<file path="config.mk">
export PLATFORM = sky130hd
export DESIGN_NAME = uart_sfr
export DESIGN_NICKNAME = d
export VERILOG_FILES = /design/src/rtl/uart_sfr_pkg.sv /design/src/rtl/uart_sfr_tx.sv /design/src/rtl/uart_sfr_rx.sv /design/src/rtl/uart_sfr.sv
export SDC_FILE = /design/constraint.sdc
export NUM_CORES = 1
export LEC_CHECK = 0
export ABC_AREA = 1
export CORE_ASPECT_RATIO = 0.9
export CORE_MARGIN = 2
export CORE_UTILIZATION = 50
export DETAILED_ROUTE_END_ITERATION = 10
export DONT_BUFFER_PORTS = 1
export GPL_TIMING_DRIVEN = 0
export PLACE_DENSITY = 0.67
export SKIP_LAST_GASP = 1
export SLEW_MARGIN = 20
export SYNTH_ARGS = -nofsm -noshare
export SYNTH_HDL_FRONTEND = slang
export SYNTH_SLANG_ARGS = --single-unit
</file>
<file path="constraint.sdc">
create_clock -name clk -period 1.6 [get_ports clk]
set_input_delay 0.08 -clock clk [delete_from_list [all_inputs] [get_ports clk]]
set_output_delay 0.08 -clock clk [all_outputs]
set_load 0.01 [all_outputs]
</file>
<file path="src/rtl/uart_sfr_pkg.sv">
package uart_sfr_pkg;
    typedef enum logic [1:0] {TX_IDLE, TX_START, TX_DATA, TX_STOP} tx_state_t;
    typedef enum logic [1:0] {RX_IDLE, RX_START, RX_DATA, RX_STOP} rx_state_t;

    localparam logic ADDR_CTRL = 1'b0;
    localparam logic ADDR_DATA = 1'b1;

    localparam int B_TI   = 0;
    localparam int B_RI   = 1;
    localparam int B_NINE = 2;
    localparam int B_TB9  = 3;
    localparam int B_RB9  = 4;
    localparam int B_REN  = 5;
    localparam int B_IE   = 6;
    localparam int B_OVR  = 7;
endpackage

</file>
<file path="src/rtl/uart_sfr_tx.sv">
module uart_sfr_tx
    import uart_sfr_pkg::*;
#(
    parameter int OVS    = 16,
    parameter int DATA_W = 8
) (
    input  logic              clk,
    input  logic              rst_n,
    input  logic              tick,
    input  logic              start,
    input  logic              nine,
    input  logic [DATA_W-1:0] din,
    input  logic              bit9,
    output logic              txd,
    output logic              busy,
    output logic              done
);
    localparam int CNT_W = $clog2(OVS);
    localparam int BIT_W = $clog2(DATA_W + 2);

    tx_state_t         state, nxt;
    logic [CNT_W-1:0]  tcnt;
    logic [BIT_W-1:0]  bcnt;
    logic [DATA_W:0]   sh;
    logic              frame_nine;
    logic              bit_end;
    logic              last_bit;

    assign bit_end  = tick && (tcnt == CNT_W'(OVS - 1));
    assign last_bit = frame_nine ? (bcnt == BIT_W'(DATA_W)) : (bcnt == BIT_W'(DATA_W - 1));

    always_comb begin
        nxt = state;
        unique case (state)
            TX_IDLE:  if (start)    nxt = TX_START;
            TX_START: if (bit_end)  nxt = TX_DATA;
            TX_DATA:  if (bit_end && last_bit) nxt = TX_STOP;
            TX_STOP:  if (bit_end)  nxt = TX_IDLE;
        endcase
    end

    always_ff @(posedge clk or negedge rst_n) begin
        if (!rst_n) state <= TX_IDLE;
        else        state <= nxt;
    end

    always_ff @(posedge clk or negedge rst_n) begin
        if (!rst_n) begin
            tcnt       <= '0;
            bcnt       <= '0;
            sh         <= '0;
            frame_nine <= 1'b0;
        end else if (state == TX_IDLE) begin
            tcnt <= '0;
            bcnt <= '0;
            if (start) begin
                sh         <= {bit9, din};
                frame_nine <= nine;
            end
        end else if (tick) begin
            tcnt <= bit_end ? '0 : tcnt + 1'b1;
            if (state == TX_DATA && bit_end) begin
                sh   <= sh >> 1;
                bcnt <= bcnt + 1'b1;
            end
        end
    end

    always_comb begin
        unique case (state)
            TX_IDLE:  txd = 1'b1;
            TX_START: txd = 1'b0;
            TX_DATA:  txd = sh[0];
            TX_STOP:  txd = 1'b1;
        endcase
        busy = (state != TX_IDLE);
        done = (state == TX_STOP) && bit_end;
    end
endmodule

</file>
<file path="src/rtl/uart_sfr_rx.sv">
module uart_sfr_rx
    import uart_sfr_pkg::*;
#(
    parameter int OVS    = 16,
    parameter int DATA_W = 8
) (
    input  logic              clk,
    input  logic              rst_n,
    input  logic              tick,
    input  logic              en,
    input  logic              nine,
    input  logic              rxd,
    output logic              active,
    output logic              done,
    output logic [DATA_W-1:0] dout,
    output logic              bit9
);
    localparam int CNT_W = $clog2(OVS);
    localparam int BIT_W = $clog2(DATA_W + 2);
    localparam int HALF  = OVS / 2;

    rx_state_t         state, nxt;
    logic [1:0]        sync;
    logic              line;
    logic [CNT_W-1:0]  tcnt;
    logic [BIT_W-1:0]  bcnt;
    logic [DATA_W:0]   sh;
    logic              frame_nine;
    logic              mid_start;
    logic              bit_end;
    logic              last_bit;

    assign line      = sync[1];
    assign mid_start = tick && (tcnt == CNT_W'(HALF - 1));
    assign bit_end   = tick && (tcnt == CNT_W'(OVS - 1));
    assign last_bit  = frame_nine ? (bcnt == BIT_W'(DATA_W)) : (bcnt == BIT_W'(DATA_W - 1));

    always_ff @(posedge clk or negedge rst_n) begin
        if (!rst_n) sync <= 2'b11;
        else        sync <= {sync[0], rxd};
    end

    always_comb begin
        nxt = state;
        unique case (state)
            RX_IDLE:  if (tick && !line) nxt = RX_START;
            RX_START: if (mid_start)     nxt = line ? RX_IDLE : RX_DATA;
            RX_DATA:  if (bit_end && last_bit) nxt = RX_STOP;
            RX_STOP:  if (bit_end)       nxt = RX_IDLE;
        endcase
        if (!en) nxt = RX_IDLE;
    end

    always_ff @(posedge clk or negedge rst_n) begin
        if (!rst_n) state <= RX_IDLE;
        else        state <= nxt;
    end

    always_ff @(posedge clk or negedge rst_n) begin
        if (!rst_n) begin
            tcnt       <= '0;
            bcnt       <= '0;
            sh         <= '0;
            frame_nine <= 1'b0;
        end else if (tick) begin
            unique case (state)
                RX_IDLE: begin
                    tcnt       <= '0;
                    bcnt       <= '0;
                    frame_nine <= nine;
                end
                RX_START: tcnt <= mid_start ? '0 : tcnt + 1'b1;
                RX_DATA: begin
                    tcnt <= bit_end ? '0 : tcnt + 1'b1;
                    if (bit_end) begin
                        sh   <= {line, sh[DATA_W:1]};
                        bcnt <= bcnt + 1'b1;
                    end
                end
                RX_STOP: tcnt <= bit_end ? '0 : tcnt + 1'b1;
            endcase
        end
    end

    always_comb begin
        active = (state != RX_IDLE);
        done   = (state == RX_STOP) && bit_end && line && en;
        dout   = frame_nine ? sh[DATA_W-1:0] : sh[DATA_W:1];
        bit9   = sh[DATA_W];
    end
endmodule

</file>
<file path="src/rtl/uart_sfr.sv">
module uart_sfr
    import uart_sfr_pkg::*;
#(
    parameter int OVS = 16
) (
    input  logic       clk,
    input  logic       rst_n,
    input  logic       baud_tick,
    input  logic       bus_addr,
    input  logic       bus_wr,
    input  logic [7:0] bus_wdata,
    output logic [7:0] bus_rdata,
    input  logic       rxd,
    output logic       txd,
    output logic       irq
);
    localparam int DATA_W = 8;

    logic ti_q, ri_q, ovr_q, nine_q, tb9_q, rb9_q, ren_q, ie_q;
    logic [DATA_W-1:0] rx_buf_q;
    logic tx_start, tx_busy, tx_done;
    logic rx_active, rx_done, rx_bit9;
    logic [DATA_W-1:0] rx_data;
    logic ctrl_wr;

    assign ctrl_wr  = bus_wr && (bus_addr == ADDR_CTRL);
    assign tx_start = bus_wr && (bus_addr == ADDR_DATA) && !tx_busy;

    uart_sfr_tx #(.OVS(OVS), .DATA_W(DATA_W)) u_tx (
        .clk(clk), .rst_n(rst_n), .tick(baud_tick), .start(tx_start),
        .nine(nine_q), .din(bus_wdata), .bit9(tb9_q),
        .txd(txd), .busy(tx_busy), .done(tx_done)
    );

    uart_sfr_rx #(.OVS(OVS), .DATA_W(DATA_W)) u_rx (
        .clk(clk), .rst_n(rst_n), .tick(baud_tick), .en(ren_q),
        .nine(nine_q), .rxd(rxd), .active(rx_active), .done(rx_done),
        .dout(rx_data), .bit9(rx_bit9)
    );

    always_ff @(posedge clk or negedge rst_n) begin
        if (!rst_n) begin
            ti_q <= 1'b0; ri_q <= 1'b0; ovr_q <= 1'b0;
            nine_q <= 1'b0; tb9_q <= 1'b0; rb9_q <= 1'b0;
            ren_q <= 1'b0; ie_q <= 1'b0;
            rx_buf_q <= '0;
        end else begin
            if (ctrl_wr) begin
                ti_q   <= ti_q  & bus_wdata[B_TI];
                ri_q   <= ri_q  & bus_wdata[B_RI];
                ovr_q  <= ovr_q & bus_wdata[B_OVR];
                nine_q <= bus_wdata[B_NINE];
                tb9_q  <= bus_wdata[B_TB9];
                rb9_q  <= bus_wdata[B_RB9];
                ren_q  <= bus_wdata[B_REN];
                ie_q   <= bus_wdata[B_IE];
            end
            if (tx_done) ti_q <= 1'b1;
            if (rx_done) begin
                if (ri_q) begin
                    ovr_q <= 1'b1;
                end else begin
                    ri_q     <= 1'b1;
                    rx_buf_q <= rx_data;
                    if (nine_q) rb9_q <= rx_bit9;
                end
            end
        end
    end

    always_comb begin
        if (bus_addr == ADDR_DATA) bus_rdata = rx_buf_q;
        else bus_rdata = {ovr_q, ie_q, ren_q, rb9_q, tb9_q, nine_q, ri_q, ti_q};
        irq = ie_q && (ti_q || ri_q);
    end
endmodule

</file>
==> impl_results.rst <==
.. list-table::
   :header-rows: 1

   * - Metric
     - Value
   * - DR vias
     - 2432
   * - Switch Pwr
     - 0.00202 W
   * - Internal power contribution
     - 0.00329 W
   * - Library cells used by synthesis
     - 32
   * - Post-synthesis cell count
     - 353
   * - Number of fillers in the final layout
     - 481
   * - HP Class
     - input port to register
   * - Max Clock Freq
     - 622 MHz
   * - Buffers & Inverters on Critical Path
     - 5
   * - Final antenna-violating net count
     - 0
   * - CP Data Arrival Time
     - 1.84 ns
   * - Detailed Routing Iterations Pass 1
     - 5
   * - Effective utilization at floorplan
     - 52.6%
   * - Initial antenna violation count
     - 0
   * - Worst reg2reg setup slack
     - -0.009 ns
   * - CTS tree
     - done
   * - Clock sink count
     - 58
   * - First-pass GRT wire length
     - 11200 um
   * - Clock transition at the registers of the reported paths
     - 0.07 ns
   * - Total Routing Usage GR
     - 21.6%
   * - Overflow after GRT
     - 0
   * - Overall power consumption
     - 0.00531 W
   * - Peak ir drop on the vdd network
     - 0.00103 V
   * - Critical setup path kind
     - register to register
   * - Worst r2r path cells
     - 9
   * - Violated checks
     - setup timing
   * - Delay of the slowest cell on the worst path
     - 0.41 ns
   * - Deepest level of the CTS H-tree
     - 3
   * - Clk root buf
     - clkbuf_8
   * - WL per Instance
     - 14.3 um
   * - Switching part of the total power
     - 38.0%
   * - HPWL after DPL
     - 4280 um
   * - Period utilisation layout
     - 101%
   * - Required arrival time at the worst endpoint
     - 1.83 ns
   * - Slowest stage cell, crit path
     - dfrtp_1
   * - Signed area change from the synthesized netlist to the final layout
     - 19.1%
   * - Area taken by multi-input logic gates
     - 1400 sq um
   * - Count of final max-slew check failures
     - 0
   * - Transition time of the tightest slew-check pin
     - 0.547 ns
   * - Tightest slew margin relative to the limit
     - 63.2%
   * - Highest fanout seen on the critical path
     - 6
   * - Endpoint of the worst register-to-register path
     - u_tx.sh[0]
   * - Synth Register Bits
     - 58
   * - Total detailed-routing wirelength
     - 6580 um
   * - Syn Area/Cell
     - 8.58 sq um
   * - Proportion of layout cells with a drive suffix above 1
     - 17.9%
   * - Source of the worst hold timing path
     - bus_wr
   * - Standard cell core area
     - 5760 sq um
   * - Number of CTS-inserted buffers
     - 9
   * - Number of global-route vias before repair
     - 2410
   * - Static Leak
     - 1.69 nW
   * - DIE AREA
     - 6700 sq um
   * - Reg-to-Reg Start
     - u_tx.state[0]
   * - Max-cap violations
     - 0
   * - Placer congestion estimate
     - 0.819
   * - Setup Skew
     - 0.00973 ns
   * - Post-detailed-route DRC marker count
     - 0
   * - Mean number of vias per cell
     - 5.29
   * - Total I/O pin count
     - 24
   * - Power per standard cell area
     - 1470 nW/um^2
   * - Number of antenna repair diodes
     - 0
   * - Number of hold violations in the final report
     - 0
   * - Buffer depth of the longest clock path
     - 2
   * - Post-Synthesis Net Count
     - 377
   * - Clock latency reported for the late side of the worst-skew pair
     - 0.34 ns
   * - Cell Rows
     - 26
   * - Sequential fraction of the synthesis area
     - 48.0%
   * - Outcome
     - complete, but fails checks
   * - Die extent in x
     - 86.1 um
   * - Count of synthesis-stage warnings from yosys
     - 0
   * - Sequence of cells on the critical path
     - inv_2, ha_4, buf_6, inv_4, a21oi_4, inv_2, nand2_4, bufbuf_16, o21ai_2
   * - Min Clock Period, post-route
     - 1.61 ns
   * - Die Span Y
     - 77.9 um
   * - Endpoint class of the critical path
     - register
   * - Hold slack final
     - 0.0463 ns
   * - Hold Path Sink
     - ti_q
   * - Crit path setup slack, layout
     - -0.00897 ns
   * - Port buffer count
     - 0
   * - Seq pwr share
     - 36.8%
   * - Number of cells on the worst hold path
     - 3
   * - RSZ-0062 raised after global routing
     - true
   * - Layout Nets
     - 409
   * - Cell area after technology mapping
     - 3030 sq um
   * - Clk pwr share
     - 22.8%
   * - Logic gate share of total power
     - 40.5%
   * - Placement Setup Slack
     - -0.111 ns
   * - Kind of cell adding the most delay to the critical path
     - buffers and inverters
   * - Critical path's most frequent cell
     - inv_2
   * - Kind of start point of the critical path
     - register
   * - Violation count after the first detailed-routing iteration
     - 144
   * - Pin count of the biggest net entering global routing
     - 59
   * - Finish-stage setup viols
     - 5
   * - Reg area
     - 1450 sq um
[kinds of logic (layout without fill, tap and decap cells)]
family	Yosys count	count (layout)	synth area share, %
and+or+nand+nor	145	145	22.0
buffers and inverters	52	89	7.68
muxes	6	6	1.98
xor gates and xnor gates	7	7	2.02
AOI/OAI and AO/OA	75	75	14.2
adders and majority gates	10	10	4.13
DFF	58	58	48.0
[Yosys cell counts]
cell type | count | area, sq um
nand4_1 | 4 | 25.0
nor3_1 | 1 | 5.00
xor2_1 | 4 | 35.0
nor2_2 | 1 | 6.26
ha_1 | 10 | 125
nand2_2 | 2 | 12.5
o21ai_1 | 11 | 55.1
or2_2 | 1 | 6.26
dfstp_2 | 2 | 52.6
nand3b_1 | 1 | 7.51
nand2_1 | 86 | 323
inv_1 | 39 | 146
o21bai_1 | 1 | 7.51
dfrtp_1 | 56 | 1400
nand3_1 | 20 | 100
buf_2 | 6 | 30.0
mux2i_1 | 6 | 60.1
nor2_1 | 20 | 75.1
o21ai_0 | 37 | 185
clkbuf_1 | 2 | 7.51
o211ai_1 | 6 | 45.0
nand2_4 | 4 | 45.0
xnor2_1 | 3 | 26.3
inv_2 | 1 | 3.75
nor2_4 | 3 | 33.8
o31ai_1 | 1 | 7.51
nand3_2 | 1 | 10.0
a21oi_1 | 9 | 45.0
nand3_4 | 1 | 17.5
o21ai_2 | 9 | 78.8
o22ai_1 | 1 | 6.26
buf_6 | 4 | 45.0
[timing repair]
| action | CTS | global route |
|---|---|---|
| hold buffers | 13 | 0 |
| cloned | 1 | 0 |
| hold endpoints to repair | 75 | 0 |
| endpoints found under the setup margin | 13 | 17 |
| buffers inserted | 6 | 2 |
| pin swaps | 1 | 1 |
| resized for setup | 5 | 11 |
[worst max path at each step]
stage | startpoint | end | cells past startpoint
after global routing | u_tx.state[0] | u_tx.sh[3] | 9
after global placement | u_tx.state[1] | u_tx.sh[4] | 9
after detailed placement | u_tx.state[1] | u_tx.sh[4] | 9
after CTS | u_tx.state[0] | u_tx.sh[7] | 11
final | u_tx.state[0] | u_tx.sh[0] | 9
after floorplan | u_tx.state[0] | u_tx.sh[3] | 9
[flip-flops by register name, summed over array words and instances, names as in the netlist, 2 cells and up]
name        count
u_tx.state      2
u_tx.bcnt       4
u_rx.sh         9
u_tx.tcnt       4
u_rx.sync       2
u_rx.bcnt       4
rx_buf_q        8
u_tx.sh         9
u_rx.state      2
u_rx.tcnt       4
[cells in the final DEF, fill, tap and decap left out, types with 2 or more instances in the layout]
cell type and count:
nand2_1 86, dfrtp_1 56, inv_1 36, o21ai_0 36, nand3_1 20, nor2_1 20
o21ai_1 12, dlygate4sd3_1 12, clkbuf_8 10, o21ai_2 9, a21oi_1 7, buf_4 7
buf_2 6, o211ai_1 6, mux2i_1 6, ha_1 6, clkinvlp_4 5, nand2_4 4
nand4_1 4, xor2_1 4, inv_2 3, buf_6 3, nor2_4 3, xnor2_1 3
ha_4 3, nand2_2 2, dfstp_2 2
[per-stage QoR]
stage               instance area [sq um]  util, %  TNS [ns]  std cells
global route                         3610     62.7    -0.278        460
CTS                                  3540     61.5         0        459
detailed placement                   3120     54.2    -0.973        423
global placement                     3120     54.2    -0.615        423
finish                               3610     62.7   -0.0347        460
floorplan                            3030        -         0        353
[worst register-to-register path: stages, from the launching register on]
cell,delay [ns]
dfrtp_1,0.41
inv_2,0.13
ha_4,0.15
buf_6,0.12
inv_4,0.06
a21oi_4,0.14
inv_2,0.07
nand2_4,0.09
bufbuf_16,0.27
o21ai_2,0.05
[power by group through the flow]
stage	Clock (W)	Sequential [W]	Combinational (W)
after detailed placement	0	0.00197	0.00155
after global placement	0	0.00196	0.00151
after floorplan	0	0.00192	0.00130
after CTS	0.00123	0.00194	0.00195
after global routing	0.00130	0.00198	0.00237
final	0.00121	0.00195	0.00215
[routing by layer]
metal  vias to the layer above  part of all wire [%]  track usage, %
met4                         0                   2.0            6.83
met5                         -                     0               0
met1                      1150                    47            29.4
met3                        12                   4.8            7.77
li1                       1217                     -               -
met2                        53                    46            32.3
[final cells by class]
class                           count  share of cell area, %
Clock inverter                      6                   1.18
Multi-Input combinational cell    243                   38.8
Timing Repair Buffer               22                   7.00
Tap cell                           70                   2.43
Sequential cell                    58                   40.3
Inverter                           40                   4.23
Clock buffer                       10                   3.81
Buffer                             11                   2.29
(Power assumes the default switching activity.)
